### config.mk
export PLATFORM = sky130hd
export DESIGN_NAME = ct_switch
export DESIGN_NICKNAME = d
export VERILOG_FILES = /design/src/rtl/ct_pkg.sv /design/src/rtl/ct_in_port.sv /design/src/rtl/ct_out_port.sv /design/src/rtl/ct_switch.sv
export SDC_FILE = /design/constraint.sdc
export NUM_CORES = 1
export LEC_CHECK = 0
export BUFFER_PORTS_ARGS = -buffer_cell sky130_fd_sc_hd__buf_2
export CAP_MARGIN = 10
export CORE_MARGIN = 4
export CORE_UTILIZATION = 56
export CTS_BUF_LIST = sky130_fd_sc_hd__clkbuf_16
export DETAILED_ROUTE_END_ITERATION = 12
export PLACE_DENSITY = 0.76
export SLEW_MARGIN = 20
export SYNTH_ARGS = -nofsm -noshare
export SYNTH_HDL_FRONTEND = slang
export SYNTH_SLANG_ARGS = --single-unit
### constraint.sdc
create_clock -name clk -period 3.3 [get_ports clk]
set_input_delay 0.165 -clock clk [delete_from_list [all_inputs] [get_ports clk]]
set_output_delay 0.165 -clock clk [all_outputs]
set_load 0.005 [all_outputs]
### src/rtl/ct_pkg.sv
package ct_pkg;

    typedef enum logic [1:0] {
        IN_IDLE = 2'd0,
        IN_WAIT = 2'd1,
        IN_XFER = 2'd2
    } in_state_e;

    // next round-robin start position after granting cur among n requesters
    function automatic int next_rr(input int cur, input int n);
        return (cur >= n - 1) ? 0 : cur + 1;
    endfunction

endpackage

### src/rtl/ct_in_port.sv
module ct_in_port
    import ct_pkg::*;
#(
    parameter int DW   = 16,
    parameter int LENW = 3,
    parameter int PW   = 1
) (
    input  logic          clk,
    input  logic          rst,
    input  logic          in_valid,
    input  logic [DW-1:0] in_data,
    output logic          in_ready,
    output logic          req,
    output logic [PW-1:0] req_dest,
    input  logic          grant,
    output logic          fwd_valid,
    output logic [DW-1:0] fwd_data,
    output logic          fwd_last,
    input  logic          sink_ready
);
    localparam int CW = LENW + 1;

    in_state_e     st;
    logic [DW-1:0] hdr;
    logic [CW-1:0] remain;
    logic          first;

    assign req       = (st == IN_WAIT);
    assign req_dest  = hdr[PW-1:0];
    assign fwd_valid = (st == IN_XFER) && (first || in_valid);
    assign fwd_data  = first ? hdr : in_data;
    assign fwd_last  = (remain == CW'(1));
    assign in_ready  = (st == IN_IDLE) || ((st == IN_XFER) && !first && sink_ready);

    always_ff @(posedge clk) begin
        if (rst) begin
            st     <= IN_IDLE;
            hdr    <= '0;
            remain <= '0;
            first  <= 1'b0;
        end else begin
            case (st)
                IN_IDLE: if (in_valid) begin
                    hdr <= in_data;
                    st  <= IN_WAIT;
                end
                IN_WAIT: if (grant) begin
                    remain <= CW'(hdr[PW +: LENW]) + CW'(1);
                    first  <= 1'b1;
                    st     <= IN_XFER;
                end
                IN_XFER: if (fwd_valid && sink_ready) begin
                    first  <= 1'b0;
                    remain <= remain - CW'(1);
                    if (remain == CW'(1)) st <= IN_IDLE;
                end
                default: st <= IN_IDLE;
            endcase
        end
    end

    // latched header does not move while waiting for the output
    p_hdr_held_r3: assert property (@(posedge clk) disable iff (rst)
        (st == IN_WAIT) |=> $stable(hdr));

    // a transfer never starts without a grant
    p_xfer_needs_grant_r2: assert property (@(posedge clk) disable iff (rst)
        (st == IN_WAIT && !grant) |=> (st == IN_WAIT));

endmodule

### src/rtl/ct_out_port.sv
module ct_out_port
    import ct_pkg::*;
#(
    parameter int N_IN  = 2,
    parameter int DW    = 16,
    parameter int LENW  = 3,
    parameter int PW    = 1,
    parameter int DEPTH = 16,
    parameter int IW    = (N_IN > 1) ? $clog2(N_IN) : 1
) (
    input  logic            clk,
    input  logic            rst,
    input  logic            partial_mode,
    input  logic [N_IN-1:0] req,
    output logic [N_IN-1:0] grant,
    output logic            owned,
    output logic [IW-1:0]   owner,
    output logic            sink_ready,
    input  logic            src_valid,
    input  logic [DW-1:0]   src_data,
    input  logic            src_last,
    output logic            out_valid,
    output logic [DW-1:0]   out_data,
    input  logic            out_ready
);
    localparam int MAXPKT = 2 ** LENW;
    localparam int AW     = (DEPTH > 1) ? $clog2(DEPTH) : 1;
    localparam int CNTW   = $clog2(DEPTH + 1);

    logic [DW-1:0]   mem [DEPTH];
    logic [AW-1:0]   wp, rp;
    logic [CNTW-1:0] count, pkts;
    logic            rd_active;
    logic [LENW-1:0] rd_left;
    logic            byp;
    logic [IW-1:0]   rr, gidx;
    logic            found, room;
    logic            wr_en, rd_en, wr_done, rd_done, fifo_show, bypassing;
    logic [LENW-1:0] head_len;

    assign room = (int'(count) + MAXPKT) <= DEPTH;

    always_comb begin
        grant = '0;
        gidx  = '0;
        found = 1'b0;
        if (!owned && room) begin
            for (int k = 0; k < N_IN; k++) begin
                if (!found && req[(int'(rr) + k) % N_IN]) begin
                    found = 1'b1;
                    gidx  = IW'((int'(rr) + k) % N_IN);
                end
            end
        end
        if (found) grant[gidx] = 1'b1;
    end

    assign bypassing  = owned && byp;
    assign sink_ready = owned && (byp ? out_ready : 1'b1);
    assign wr_en      = owned && !byp && src_valid;
    assign wr_done    = wr_en && src_last;
    assign fifo_show  = (count != '0) && (rd_active || partial_mode || (pkts != '0));
    assign out_valid  = bypassing ? src_valid : fifo_show;
    assign out_data   = bypassing ? src_data : mem[rp];
    assign rd_en      = !bypassing && fifo_show && out_ready;
    assign head_len   = mem[rp][PW +: LENW];
    assign rd_done    = rd_en && (rd_active ? (rd_left == LENW'(1)) : (head_len == '0));

    always_ff @(posedge clk) begin
        if (wr_en) mem[wp] <= src_data;
    end

    always_ff @(posedge clk) begin
        if (rst) begin
            wp        <= '0;
            rp        <= '0;
            count     <= '0;
            pkts      <= '0;
            rd_active <= 1'b0;
            rd_left   <= '0;
            owned     <= 1'b0;
            owner     <= '0;
            byp       <= 1'b0;
            rr        <= '0;
        end else begin
            count <= count + CNTW'(wr_en) - CNTW'(rd_en);
            pkts  <= pkts + CNTW'(wr_done) - CNTW'(rd_done);
            if (wr_en) wp <= (int'(wp) == DEPTH - 1) ? '0 : wp + AW'(1);
            if (rd_en) begin
                rp <= (int'(rp) == DEPTH - 1) ? '0 : rp + AW'(1);
                if (!rd_active) begin
                    if (head_len != '0) begin
                        rd_active <= 1'b1;
                        rd_left   <= head_len;
                    end
                end else begin
                    rd_left <= rd_left - LENW'(1);
                    if (rd_left == LENW'(1)) rd_active <= 1'b0;
                end
            end
            if (found) begin
                owned <= 1'b1;
                owner <= gidx;
                byp   <= (count == '0) && out_ready;
                rr    <= IW'(next_rr(int'(gidx), N_IN));
            end else if (owned && src_valid && sink_ready && src_last) begin
                owned <= 1'b0;
                byp   <= 1'b0;
            end
        end
    end

    // bypass only ever runs over an empty buffer, so stored packets go first
    p_bypass_empty_r9: assert property (@(posedge clk) disable iff (rst)
        bypassing |-> (count == '0));

    // buffer never written when full
    p_no_overflow_r10: assert property (@(posedge clk) disable iff (rst)
        wr_en |-> (int'(count) < DEPTH));

    // ownership holds until the owner's last word moves
    p_owner_kept_r8: assert property (@(posedge clk) disable iff (rst)
        (owned && !(src_valid && sink_ready && src_last)) |=> (owned && $stable(owner)));

    // in whole-packet mode a stored packet starts only once complete
    p_whole_first_r6: assert property (@(posedge clk) disable iff (rst)
        (!partial_mode && rd_en && !rd_active) |-> (pkts != '0));

endmodule

### src/rtl/ct_switch.sv
module ct_switch
    import ct_pkg::*;
#(
    parameter int N_IN  = 2,
    parameter int N_OUT = 2,
    parameter int DW    = 16,
    parameter int LENW  = 3,
    parameter int DEPTH = 2 * (2 ** LENW)
) (
    input  logic               clk,
    input  logic               rst,
    input  logic               partial_mode,
    input  logic [N_IN-1:0]    in_valid,
    input  logic [N_IN*DW-1:0] in_data,
    output logic [N_IN-1:0]    in_ready,
    output logic [N_OUT-1:0]   out_valid,
    input  logic [N_OUT-1:0]   out_ready,
    output logic [N_OUT*DW-1:0] out_data
);
    localparam int PW = (N_OUT > 1) ? $clog2(N_OUT) : 1;
    localparam int IW = (N_IN > 1) ? $clog2(N_IN) : 1;

    logic [N_IN-1:0]  i_req, i_grant, i_fwd_valid, i_fwd_last, i_sink_ready;
    logic [PW-1:0]    i_dest     [N_IN];
    logic [DW-1:0]    i_fwd_data [N_IN];
    logic [N_IN-1:0]  o_req      [N_OUT];
    logic [N_IN-1:0]  o_grant    [N_OUT];
    logic [IW-1:0]    o_owner    [N_OUT];
    logic [N_OUT-1:0] o_owned, o_sink_ready;

    for (genvar g = 0; g < N_IN; g++) begin : g_in
        ct_in_port #(.DW(DW), .LENW(LENW), .PW(PW)) u_in (
            .clk        (clk),
            .rst        (rst),
            .in_valid   (in_valid[g]),
            .in_data    (in_data[g*DW +: DW]),
            .in_ready   (in_ready[g]),
            .req        (i_req[g]),
            .req_dest   (i_dest[g]),
            .grant      (i_grant[g]),
            .fwd_valid  (i_fwd_valid[g]),
            .fwd_data   (i_fwd_data[g]),
            .fwd_last   (i_fwd_last[g]),
            .sink_ready (i_sink_ready[g])
        );
    end

    always_comb begin
        for (int o = 0; o < N_OUT; o++)
            for (int i = 0; i < N_IN; i++)
                o_req[o][i] = i_req[i] && (i_dest[i] == PW'(o));
    end

    always_comb begin
        i_grant = '0;
        for (int o = 0; o < N_OUT; o++) i_grant = i_grant | o_grant[o];
    end

    always_comb begin
        i_sink_ready = '0;
        for (int o = 0; o < N_OUT; o++)
            if (o_owned[o]) i_sink_ready[o_owner[o]] = i_sink_ready[o_owner[o]] | o_sink_ready[o];
    end

    for (genvar g = 0; g < N_OUT; g++) begin : g_out
        ct_out_port #(.N_IN(N_IN), .DW(DW), .LENW(LENW), .PW(PW), .DEPTH(DEPTH), .IW(IW)) u_out (
            .clk          (clk),
            .rst          (rst),
            .partial_mode (partial_mode),
            .req          (o_req[g]),
            .grant        (o_grant[g]),
            .owned        (o_owned[g]),
            .owner        (o_owner[g]),
            .sink_ready   (o_sink_ready[g]),
            .src_valid    (i_fwd_valid[o_owner[g]]),
            .src_data     (i_fwd_data[o_owner[g]]),
            .src_last     (i_fwd_last[o_owner[g]]),
            .out_valid    (out_valid[g]),
            .out_data     (out_data[g*DW +: DW]),
            .out_ready    (out_ready[g])
        );
    end

    // outputs quiet in the cycle after reset
    p_quiet_after_reset_r1: assert property (@(posedge clk)
        $fell(rst) |-> (out_valid == '0));

endmodule

==> metrics.cfg, run 1 <==
[grt]
use_met3_pct = 3.97
use_met1_pct = 36.6
grtUsageMet2_pct = 40.9
grt_max_degree = 74
grt_most_used_layer = met2
grt_overflow = 0
grt_pass1_vias = 15500
antenna_found_initial = 0
grt_pass1_wl_um = 95100
grtUsageTotal_pct = 25.2

[sta]
hold_viol = 0
tightest_slew_ns = 1.16
setup_viol = 2
setup_slack_ns = -0.175
period_needed_ns = 3.47
skew_ns = 0.0201
relSlewSlack_pct = 22.5
rsz0062_at_grt = true
period_share_pct = 105
slew_viol_final = 0
clock.fmax_mhz = 288

[routing]
vias = 15200
wire_per_inst_um = 25.6
vias_per_cell = 6.28
wirelength_um = 61900
drtPass1Iterations = 6
drt_iter0_markers = 2086
drtAntennaViolNets = 0
drcViolationCount = 0

[die]
start_util_pct = 57.0
core_area_um2 = 45700
die-area_um2 = 50000
die_w_um = 224
fp-row-count = 78
die_h_um = 224
boundaryPins = 75

[synth]
synth_seq_area_share_pct = 67.3
syn_nets = 1673
synth_compound_area_share_pct = 4.97
yosysTopAreaCell = edfxtp_1
synth_ff_type = edfxtp_1
synthXorXnorAreaFrac_pct = 0.640
syn-instance-count = 1583
synth_adder_area_share_pct = 2.57
ys_warn_count = 0
synth_edf_count = 512
ys_types = 70
synthMuxAreaShare_pct = 16.5
synth-seq-cells = 618
postSynthAreaPerCell_um2 = 16.4
netlist_area_um2 = 26000
async_flop_share_pct = 0
synth_top_family_by_area = multiplexers
yosys-top-cells-area = edfxtp_1 59%, mux4_2 14%, dfxtp_1 8.2%
synthSimpleGateAreaFrac_pct = 5.93
synth_top_area_share_pct = 59.1

[layout]
stdcell_count = 2423
layout-drive-gt1-share_pct = 28.6
num_antenna_cells = 0
mostFrequentLayoutCells = 512 x edfxtp_1, 156 x mux4_2, 104 x a21oi_1, 104 x nand2_1, 101 x dfxtp_1
design_area_um2 = 30300
final_common_cell = edfxtp_1
nets = 1863
area_growth_pct = 16.6

[critical_path]
path_cells = mux4_2, mux4_2, or4_4, a21oi_2, ha_1, inv_1, ha_2, inv_2, fa_2, inv_1, a21oi_1, nor2_1, or3_1, a21oi_1
critical_path_buf_inv_count = 3
critPathMaxFanout = 5
crit_slowest_cell = mux4_2
cp-start-kind = flip-flop
worst_path_largest_cell_delay_ns = 0.52
crit_family = multiplexers
path_class = reg -> reg
crit_arrival_ns = 3.94
crit_required_ns = 3.77
crit_path_end_kind = flip-flop

[placed_design]
hpwl_um = 35600
io_buffers = 74
dpl_cell_area_um2 = 27600
placed_cells = 2267
gp_congestion = 0.801

[clock_tree]
htree_levels = 2
cts_tree = built
cts-root-buf = clkbuf_16
clock_path_buffers = 3
cts.sinks = 618
cts-buffers-inserted = 59
path_clk_slew_ns = 0.06
clkLatencyLatePin_ns = 0.62

[hold_path]
hold_class = in -> reg

[outcome]
status = finished, violations left
violations = setup timing

[power]
p_leak_nw = 10.3
ir_worst_vdd_mv = 0.573
p_total_mw = 22.3
pwr_density_cell_nw_per_um2 = 736

[flow_run]
maxCapViolCount = 0

## synth_stat cells (all sizes together) (3+ instances only)
master	count
clkbuf	55
mux2i	23
mux2	49
mux4	156
or2	5
nor2	97
a211o	3
o211ai	10
a22oi	4
o21a	7
nand2	104
xnor2	10
edfxtp	512
inv	47
a31oi	8
nor3b	6
xor2	9
nor3	9
a21oi	118
nand2b	5
fa	4
nand3b	5
a21o	9
or4b	5
o211a	3
buf	31
o21ai	21
and2	8
or3	5
o32ai	3
nand3	12
or4	3
nor2b	18
ha	47
and3	27
dfxtp	106
a211oi	8
## sequential cells by signal (all words and copies together) (netlist names), 4 cells and up, named ones only
name and flops:
g_in.u_in.remain 8, g_out.u_out.count 10, g_out.u_out.rd_left 6, g_in.u_in.hdr 32, g_out.u_out.mem 512, g_out.u_out.rp 8, g_out.u_out.pkts 10, g_out.u_out.wp 8
g_in.u_in.st 4
## cells by family (layout without fill, tap and decap cells)
group,after synthesis,in the layout
AOI/OAI and AO/OA,213,213
DFF,618,618
buffers and inverters,133,373
muxes,228,228
and+or+nand+nor,321,321
adders and majority gates,51,51
xor gates and xnor gates,19,19
## layout make-up
type	instances	area (µm²)
Timing Repair Buffer	215	1660
Clock buffer	61	1530
Sequential cell	618	17500
Clock inverter	50	614
Fill cell	2948	15300
Tap cell	600	751
Inverter	47	176
Multi-Input combinational cell	832	8100
## path summary, 6_finish.rpt
path | endpoint | depth (start not counted) | slack, ns | start
max | g_out[1].u_out.pkts[4] | 14 | -0.17 | flip-flop
min | g_out[0].u_out.count[2] | 2 | 0.1 | rst
max reg2reg | g_out[1].u_out.pkts[4] | 14 | -0.17 | flip-flop
min reg2reg | g_in[1].u_in.hdr[15] | 2 | 0.46 | g_in[1].u_in.hdr[15]
## power by group
group          internal [mW]  switching [mW]
Clock                   4.45            2.93
Sequential              9.30           0.307
Combinational           2.47            2.88
## per-stage QoR
stage	util, %	hold slack, ns	TNS, ns	setup slack, ns
after floorplan	-	0.301	-0.0531	-0.0531
after global placement	60.3	0.419	-0.166	-0.166
after detailed placement	60.3	0.426	-0.276	-0.243
after CTS	65.9	0.0850	-1.05	-0.170
after global routing	66.4	0.114	-0.932	-0.374
final	66.4	0.0985	-0.250	-0.175
## routing by layer
layer | wire [µm] | vias to the layer above
li1 | - | 6568
met1 | 24300 | 7790
met2 | 30600 | 782
met3 | 5620 | 86
met4 | 1350 | 0
met5 | 0 | -
## timing repair
action,4_1_cts,5_1_grt
pin swaps,0,8
endpoints found under the hold margin,34,0
setup endpoints to repair,28,16
buffers inserted,4,6
cloned,0,0
hold buffers,34,0
gates resized for setup,14,31
No activity file was read; power rests on OpenSTA's default activity.
==> run 2, diff against run 1 <==
SKIP_CTS_REPAIR_TIMING = 1   (was default)
==> metrics.cfg, run 2 (same netlist as run 1, synthesis figures left out) <==
[placed_design]
gp_congestion = 0.801
dpl_worst_slack_ns = -0.243
placed_cells = 2267
hpwl_um = 35600
dpl_cell_area_um2 = 27600
io_buffers = 74

[power]
sw_frac_of_total_pct = 27.5
ir_worst_vdd_mv = 0.603
switching_power_mw = 6.15
clock_power_share_pct = 32.9
p_comb_share_pct = 24.2
internal-power_mw = 16.2
p_total_mw = 22.4
seq_power_share_pct = 42.9
p_leak_nw = 10.2
pwr_density_cell_nw_per_um2 = 738

[critical_path]
critical_path_buf_inv_count = 3
crit_family = multiplexers
crit_required_ns = 3.78
crit_path_end_kind = flip-flop
path_class = reg -> reg
critPathMaxFanout = 6
crit_slowest_cell = or4_4
worst_path_largest_cell_delay_ns = 0.57
path_cells = mux4_2, mux4_2, or4_4, a21oi_2, ha_1, inv_1, ha_2, inv_2, fa_2, inv_2, a21oi_2, nor2_2, or3_4, a21oi_2
cp-start-kind = flip-flop
crit_top_cell = a21oi_2
crit_arrival_ns = 4.09

[routing]
vias_per_cell = 6.23
drt_iter0_markers = 2245
wire_per_inst_um = 25.8
drtPass1Iterations = 5
drcViolationCount = 0
wirelength_um = 62500
vias = 15100
drtAntennaViolNets = 0

[clock_tree]
htree_levels = 2
cts.sinks = 618
cts_tree = built
cts-root-buf = clkbuf_16
clkLatencyLatePin_ns = 0.63
clock_path_buffers = 3
path_clk_slew_ns = 0.06
cts-buffers-inserted = 59

[die]
start_util_pct = 57.0
die_h_um = 224
core_area_um2 = 45700
die-area_um2 = 50000
die_w_um = 224
fp-row-count = 78
boundaryPins = 75

[outcome]
violations = setup timing
status = finished, violations left

[layout]
stdcell_count = 2427
nets = 1866
regMostFlops = g_out.u_out.mem
area_growth_pct = 16.5
design_area_um2 = 30300
mostFrequentLayoutCells = 512 x edfxtp_1, 156 x mux4_2, 104 x nand2_1, 102 x a21oi_1, 102 x buf_4
final_common_cell = edfxtp_1
largestRegisters = g_out.u_out.mem x512, g_in.u_in.hdr x32
largest_reg_flops = 512
layout-drive-gt1-share_pct = 29.0
final_core_util_pct = 66.4

[grt]
grt_pass1_vias = 15200
antenna_found_initial = 1
grt_max_degree = 74
grt_overflow = 0
grt_pass1_wl_um = 93700
grtUsageTotal_pct = 24.8

[sta]
period_needed_ns = 3.61
period_share_pct = 110
skew_ns = 0.0193
setup_viol = 4
slew_viol_final = 0
setup_slack_ns = -0.315
hold_slack_ns = 0.0988
rsz0062_at_grt = true
final.setup.tns_ns = -0.730
clock.fmax_mhz = 277
relSlewSlack_pct = 27.4
tightest_slew_ns = 1.09
hold_viol = 0

[hold_path]
hold_class = in -> reg

[flow_run]
maxCapViolCount = 0

[run 2: cell count changes in the layout (fill, tap and decap cells not counted), moves of 2 or more]
cell	delta
a21oi_1	-2
a21oi_2	+2
buf_2	+8
buf_4	+4
buf_6	-11
mux2_2	+8
mux2_4	-8
nand3_1	+2
nand3_2	-2
[run 2: path summary, 6_finish.rpt]
check,from,to,slack [ns],cells after the start
setup / recovery,flip-flop,g_out[1].u_out.pkts[4],-0.31,14
hold / removal,rst,g_out[0].u_out.count[2],0.1,2
setup reg to reg,flip-flop,g_out[1].u_out.pkts[4],-0.31,14
hold reg to reg,g_in[0].u_in.hdr[6],g_in[0].u_in.hdr[6],0.46,2
[run 2: power by group through the flow]
stage	Combinational (mW)	Sequential (mW)	Clock, mW
floorplan	3.74	9.62	0
global placement	4.85	9.76	0
detailed placement	5.02	9.78	0
CTS	5.09	9.61	7.45
global route	5.92	9.64	7.83
finish	5.41	9.60	7.37
[run 2: per-layer routing]
| metal | GRT usage (%) | up-vias | part of all wire [%] |
|---|---|---|---|
| met1 | 36.1 | 7730 | 39 |
| met3 | 4.10 | 86 | 8.7 |
| li1 | - | 6575 | - |
| met2 | 40.2 | 735 | 50 |
| met5 | 0 | - | 0 |
| met4 | 6.24 | 0 | 2.1 |
[run 2: final cells by class]
cell class / count / area (µm²)
flip-flops and latches: 618 / 17500
diodes: 1 / 2.50
inverters: 47 / 176
fillers: 2953 / 15400
clock inverters: 50 / 614
multi-input cells: 832 / 8080
repair buffers: 218 / 1650
well taps: 600 / 751
clock buffers: 61 / 1530
